## src/rtl/dlist_pkg.sv

```systemverilog
package dlist_pkg;
  typedef enum logic [1:0] {
    ST_IDLE  = 2'd0,
    ST_FETCH = 2'd1,
    ST_RUN   = 2'd2
  } ld_state_t;

  localparam int unsigned DESC_WORDS = 5;
  localparam int unsigned CFG_WORDS  = DESC_WORDS - 1;
  localparam int unsigned IDX_W      = $clog2(DESC_WORDS);
endpackage

```

## src/rtl/dlist_cfg_bank.sv

```systemverilog
module dlist_cfg_bank #(
  parameter int unsigned DW    = 32,
  parameter int unsigned NCFG  = 4,
  parameter int unsigned IDX_W = 3
) (
  input  logic                      clk,
  input  logic                      rst,
  input  logic                      we,
  input  logic [IDX_W-1:0]          widx,
  input  logic [DW-1:0]             wdata,
  output logic [NCFG-1:0][DW-1:0]   cfg
);
  for (genvar g = 0; g < NCFG; g++) begin : g_word
    always_ff @(posedge clk) begin
      if (rst) begin
        cfg[g] <= '0;
      end else if (we && (widx == IDX_W'(g))) begin
        cfg[g] <= wdata;
      end
    end
  end
endmodule

```

## src/rtl/dlist_seq.sv

```systemverilog
module dlist_seq
  import dlist_pkg::*;
#(
  parameter int unsigned AW     = 32,
  parameter int unsigned DW     = 32,
  parameter int unsigned NWORDS = 5,
  parameter int unsigned IDX_W  = 3
) (
  input  logic             clk,
  input  logic             rst,
  input  logic             ptr_we,
  input  logic [AW-1:0]    ptr_wdata,
  input  logic             trig,
  output logic [AW-1:0]    head_addr,
  output logic             rd_req,
  output logic [AW-1:0]    rd_addr,
  input  logic             rd_valid,
  input  logic [DW-1:0]    rd_data,
  input  logic             rd_err,
  output logic             ch_start,
  input  logic             ch_done,
  output logic             busy,
  output logic             list_done,
  output logic             err,
  output logic             cfg_we,
  output logic [IDX_W-1:0] cfg_idx
);
  localparam logic [AW-1:0]    STEP     = AW'(DW / 8);
  localparam logic [IDX_W-1:0] LAST_IDX = IDX_W'(NWORDS - 1);

  ld_state_t        st_q;
  logic [IDX_W-1:0] widx_q;
  logic [AW-1:0]    link_q;
  logic             beat;
  logic             last_beat;

  assign beat      = rd_req && rd_valid;
  assign last_beat = (widx_q == LAST_IDX);
  assign cfg_we    = beat && !rd_err && !last_beat;
  assign cfg_idx   = widx_q;
  assign busy      = (st_q != ST_IDLE);

  always_ff @(posedge clk) begin
    if (rst) begin
      st_q      <= ST_IDLE;
      widx_q    <= '0;
      link_q    <= '0;
      head_addr <= '0;
      rd_req    <= 1'b0;
      rd_addr   <= '0;
      ch_start  <= 1'b0;
      list_done <= 1'b0;
      err       <= 1'b0;
    end else begin
      ch_start  <= 1'b0;
      list_done <= 1'b0;
      if (st_q == ST_IDLE && ptr_we) begin
        head_addr <= ptr_wdata;
      end
      case (st_q)
        ST_IDLE: begin
          if (trig) begin
            st_q    <= ST_FETCH;
            rd_req  <= 1'b1;
            rd_addr <= head_addr;
            widx_q  <= '0;
            err     <= 1'b0;
          end
        end
        ST_FETCH: begin
          if (beat) begin
            if (rd_err) begin
              err    <= 1'b1;
              rd_req <= 1'b0;
              st_q   <= ST_IDLE;
            end else begin
              rd_addr <= rd_addr + STEP;
              widx_q  <= widx_q + 1'b1;
              if (last_beat) begin
                link_q   <= rd_data[AW-1:0];
                rd_req   <= 1'b0;
                ch_start <= 1'b1;
                st_q     <= ST_RUN;
              end
            end
          end
        end
        ST_RUN: begin
          if (ch_done) begin
            if (link_q == head_addr) begin
              list_done <= 1'b1;
              st_q      <= ST_IDLE;
            end else begin
              st_q    <= ST_FETCH;
              rd_req  <= 1'b1;
              rd_addr <= link_q;
              widx_q  <= '0;
            end
          end
        end
        default: st_q <= ST_IDLE;
      endcase
    end
  end


  req_hold_chk: assert property (@(posedge clk) disable iff (rst)
    (rd_req && !rd_valid) |=> (rd_req && $stable(rd_addr)));


  start_pulse_chk: assert property (@(posedge clk) disable iff (rst)
    ch_start |=> !ch_start);


  done_idle_chk: assert property (@(posedge clk) disable iff (rst)
    list_done |-> (!busy && !rd_req && !ch_start));


  head_hold_chk: assert property (@(posedge clk) disable iff (rst)
    (busy && ptr_we) |=> $stable(head_addr));


  err_abort_chk: assert property (@(posedge clk) disable iff (rst)
    (rd_req && rd_valid && rd_err) |=> (err && !busy && !ch_start && !list_done));
endmodule

```

## src/rtl/dlist_loader.sv

```systemverilog
module dlist_loader
  import dlist_pkg::*;
#(
  parameter int unsigned AW = 32,
  parameter int unsigned DW = 32
) (
  input  logic          clk,
  input  logic          rst,
  input  logic          ptr_we,
  input  logic [AW-1:0] ptr_wdata,
  input  logic          trig,
  output logic [AW-1:0] head_addr,
  output logic          rd_req,
  output logic [AW-1:0] rd_addr,
  input  logic          rd_valid,
  input  logic [DW-1:0] rd_data,
  input  logic          rd_err,
  output logic          ch_start,
  output logic [DW-1:0] ch_src,
  output logic [DW-1:0] ch_dst,
  output logic [DW-1:0] ch_len,
  output logic [DW-1:0] ch_ctrl,
  input  logic          ch_done,
  output logic          busy,
  output logic          list_done,
  output logic          err
);
  logic                         cfg_we;
  logic [IDX_W-1:0]             cfg_idx;
  logic [CFG_WORDS-1:0][DW-1:0] cfg;

  dlist_seq #(
    .AW(AW), .DW(DW), .NWORDS(DESC_WORDS), .IDX_W(IDX_W)
  ) u_seq (
    .clk(clk), .rst(rst),
    .ptr_we(ptr_we), .ptr_wdata(ptr_wdata), .trig(trig),
    .head_addr(head_addr),
    .rd_req(rd_req), .rd_addr(rd_addr),
    .rd_valid(rd_valid), .rd_data(rd_data), .rd_err(rd_err),
    .ch_start(ch_start), .ch_done(ch_done),
    .busy(busy), .list_done(list_done), .err(err),
    .cfg_we(cfg_we), .cfg_idx(cfg_idx)
  );

  dlist_cfg_bank #(
    .DW(DW), .NCFG(CFG_WORDS), .IDX_W(IDX_W)
  ) u_bank (
    .clk(clk), .rst(rst),
    .we(cfg_we), .widx(cfg_idx), .wdata(rd_data),
    .cfg(cfg)
  );

  assign ch_src  = cfg[0];
  assign ch_dst  = cfg[1];
  assign ch_len  = cfg[2];
  assign ch_ctrl = cfg[3];


  cfg_hold_chk: assert property (@(posedge clk) disable iff (rst)
    !(rd_req && rd_valid) |=> $stable(cfg));
endmodule

```

## config.mk

```make
export PLATFORM = sky130hd
export DESIGN_NAME = dlist_loader
export DESIGN_NICKNAME = d
export VERILOG_FILES = /design/src/rtl/dlist_pkg.sv /design/src/rtl/dlist_cfg_bank.sv /design/src/rtl/dlist_seq.sv /design/src/rtl/dlist_loader.sv
export SDC_FILE = /design/constraint.sdc
export NUM_CORES = 1
export LEC_CHECK = 0
export BUFFER_PORTS_ARGS = -buffer_cell sky130_fd_sc_hd__clkbuf_2
export CORE_UTILIZATION = 50
export DETAILED_ROUTE_END_ITERATION = 10
export PLACE_DENSITY = 0.88
export REMOVE_ABC_BUFFERS = 1
export SLEW_MARGIN = 15
export SYNTH_ARGS = -nofsm -noshare
export SYNTH_HDL_FRONTEND = slang
export SYNTH_SLANG_ARGS = --single-unit
```

## constraint.sdc

```tcl
create_clock -name clk -period 2.3 [get_ports clk]
set_clock_uncertainty 0.1 [all_clocks]
set_input_delay 0.46 -clock clk [delete_from_list [all_inputs] [get_ports clk]]
set_output_delay 0.46 -clock clk [all_outputs]
set_load 0.03 [all_outputs]
```

==> out/metrics.cfg <==
[outcome]
status = finished clean

[clock_network]
clkSinkCount = 233
clkTransAtPathRegs_ns = 0.06
cts_setup_buffers = 0
cts_tree = done
cts-htree-levels = 1
post_cts_resized = 0
clockBufferDepth = 3
cts_hold_buf = 0
cts-buffers-inserted = 25
cts_root_buf = clkbuf_16
worst_skew_pair.late_latency_ns = 0.53

[global_route]
grt_start_max_net_pins = 80
grt_usage = 0.3152
grt_pass1_vias = 9841
grt.overflow.total = 0
antenna_found_initial = 1
grt_pass1_wl_um = 50300

[sta]
hold_viol_final = 0
hold_slack_ns = 0.04662
min_period_ns = 2.173
fin_crit_sh = 0.9449
tightest_slew_ns = 0.6798
rsz0062_at_grt = no
slew_violations = 0
fin_ws_ns = 0.1268
relSlewSlack = 0.5468
timing.fmax_ghz = 0.4601
setup_viol = 0

[floorplanning]
die_area_um2 = 20030
coreArea_um2 = 18890
io_pins = 268
die_w_um = 141.5
initial_core_util = 0.5152
rows = 50
die_h_um = 141.5

[placed_design]
portBuffers = 267
placed_area_um2 = 11740
pre_cts_ws_ns = 0.05701
place_congestion = 0.9479
hpwl_um = 22860

[cells_and_area]
synthToLayoutAreaGrowth_pct = 28.94
final_area_um2 = 12550
final_common_cell = nand2_1
multi_input_area_um2 = 4671
fillers = 1564
fin_nets = 1641
diodes = 0
layout_common_cells = nand2_1 (446), clkbuf_2 (266), a21oi_1 (249), dfxtp_1 (231), buf_4 (66)
drive_above_1_share = 0.2511
postLayoutCoreUtil = 0.6642
seq_area_um2 = 4667

[yosys]
postSynthCellCount = 1282
ys_ff_latch = 233
synth-main-ff-cell = dfxtp_1
ys_async_sr_fraction = 0
synth.distinct_cells = 45
synth_edf_count = 0
yosys_warnings = 0
syn_avg_cell_area_um2 = 7.592
synth.cell_area_um2 = 9733
seq_area_frac_synth = 0.4792

[pwr]
power.density_nw_per_um2 = 958.1
power.total_mw = 12.02
cellLeakagePower_nw = 5.037
ir_drop_uv = 700.4

[routing]
num_vias = 10480
first_pass_iters = 5
vias_per_cell = 5.705
drtAntennaViolNets = 0
wl_per_cell_um = 17.88
drc = 0
dr.first_iter.drc_count = 944
wl_um = 32840

[setup_path]
worstPathMaxFanout = 29
cpMaxStageDelayCell = nor4_4
cp.arrival_ns = 2.51
critPathKind = flop to flop
cp_data_required_time_ns = 2.64
critPathMaxStageDelay_ns = 0.36
worst_setup_path_start_kind = flop
cp_cell_sequence = xnor2_1 -> nand4_1 -> nor4_4 -> a31o_2 -> buf_12 -> o21ai_1 -> a21oi_1
end_kind = flop

[hold_path]
hold_class = primary input to flop

[flow_run]
cap_violations = 0

critical path, delay by kind of cell, from the launching register on:
family	cells	cell delay (ns)
AOI/OAI and AO/OA	3	0.57
xor gates and xnor gates	1	0.32
buffers and inverters	1	0.20
DFF	1	0.34
and+or+nand+nor	2	0.56
cells in the mapped netlist, types with 3 or more instances:
cell | count | area share
nor3_1 | 12 | 0.0062
clkbuf_1 | 83 | 0.032
a31oi_1 | 10 | 0.0064
a211oi_1 | 3 | 0.0023
nor4_4 | 4 | 0.0087
ha_1 | 10 | 0.013
dfxtp_1 | 233 | 0.48
buf_2 | 7 | 0.0036
o21ai_0 | 17 | 0.0087
nor2_1 | 23 | 0.0089
inv_1 | 17 | 0.0066
nand2_1 | 446 | 0.17
and3_1 | 16 | 0.010
o41ai_1 | 4 | 0.0036
and2_1 | 3 | 0.0019
xnor2_1 | 34 | 0.031
o31ai_1 | 3 | 0.0023
nand4_1 | 14 | 0.0090
o311ai_1 | 5 | 0.0045
or3_1 | 4 | 0.0026
o211ai_1 | 8 | 0.0062
nand3_1 | 25 | 0.013
a21oi_1 | 249 | 0.13
a221o_1 | 4 | 0.0041
o21ai_1 | 20 | 0.010
layout make-up:
cell class,instances,share of cell area
Sequential cell,233,0.3719
Clock buffer,38,0.05852
Multi-Input combinational cell,941,0.3722
Clock inverter,6,0.005583
Tap cell,260,0.02592
Timing Repair Buffer,342,0.1608
Inverter,17,0.005085
stage by stage:
| stage | cells | TNS, ns |
|---|---|---|
| global placement | 1793 | 0 |
| CTS | 1837 | 0 |
| global route | 1837 | 0 |
| floorplan | 1191 | -47.10 |
| detailed placement | 1793 | 0 |
| finish | 1837 | 0 |
worst paths after layout:
kind,from,endpoint,slack (ns),depth (start not counted)
min reg2reg,u_bank.cfg[95]$_SDFFE_PP0P_,u_bank.cfg[95]$_SDFFE_PP0P_,0.35,2
max reg2reg,u_seq.head_addr[23]$_SDFFE_PP0P_,u_seq.rd_addr[16]$_SDFFE_PP0P_,0.13,7
min,ptr_wdata[17],u_seq.head_addr[17]$_SDFFE_PP0P_,0.05,3
max,u_seq.head_addr[23]$_SDFFE_PP0P_,u_seq.rd_addr[16]$_SDFFE_PP0P_,0.13,7
where the power goes:
part,switching (mW),internal (mW)
combinational,2.25,1.12
clock,1.64,2.32
sequential,0.357,4.33
total,4.25,7.77
logic make-up (layout without fill, tap and decap cells):
logic type	after synthesis	in the layout	share of synthesized area
simple gates	559	559	0.2439
buf+inv	108	403	0.04255
flops	233	233	0.4792
fa+ha+maj	10	10	0.01286
compound gates	336	336	0.1891
xor+xnor	36	36	0.03240
flip-flops by register name, summed over array words and instances, names as in the netlist:
name / cells
u_seq.err: 1
u_seq.st_q: 2
u_seq.head_addr: 32
u_seq.cfg_idx: 3
u_bank.cfg: 128
u_seq.link_q: 32
u_seq.rd_req: 1
u_seq.rd_addr: 32
u_seq.ch_start: 1
u_seq.list_done: 1
routing by layer:
layer	track usage	share of wire	up-vias
met5	0	0.00037	-
met2	0.5180	0.47	567
li1	-	-	4880
met3	0.06142	0.083	129
met1	0.3935	0.40	4903
met4	0.1624	0.047	2
No activity file was read; power rests on OpenSTA's default activity.
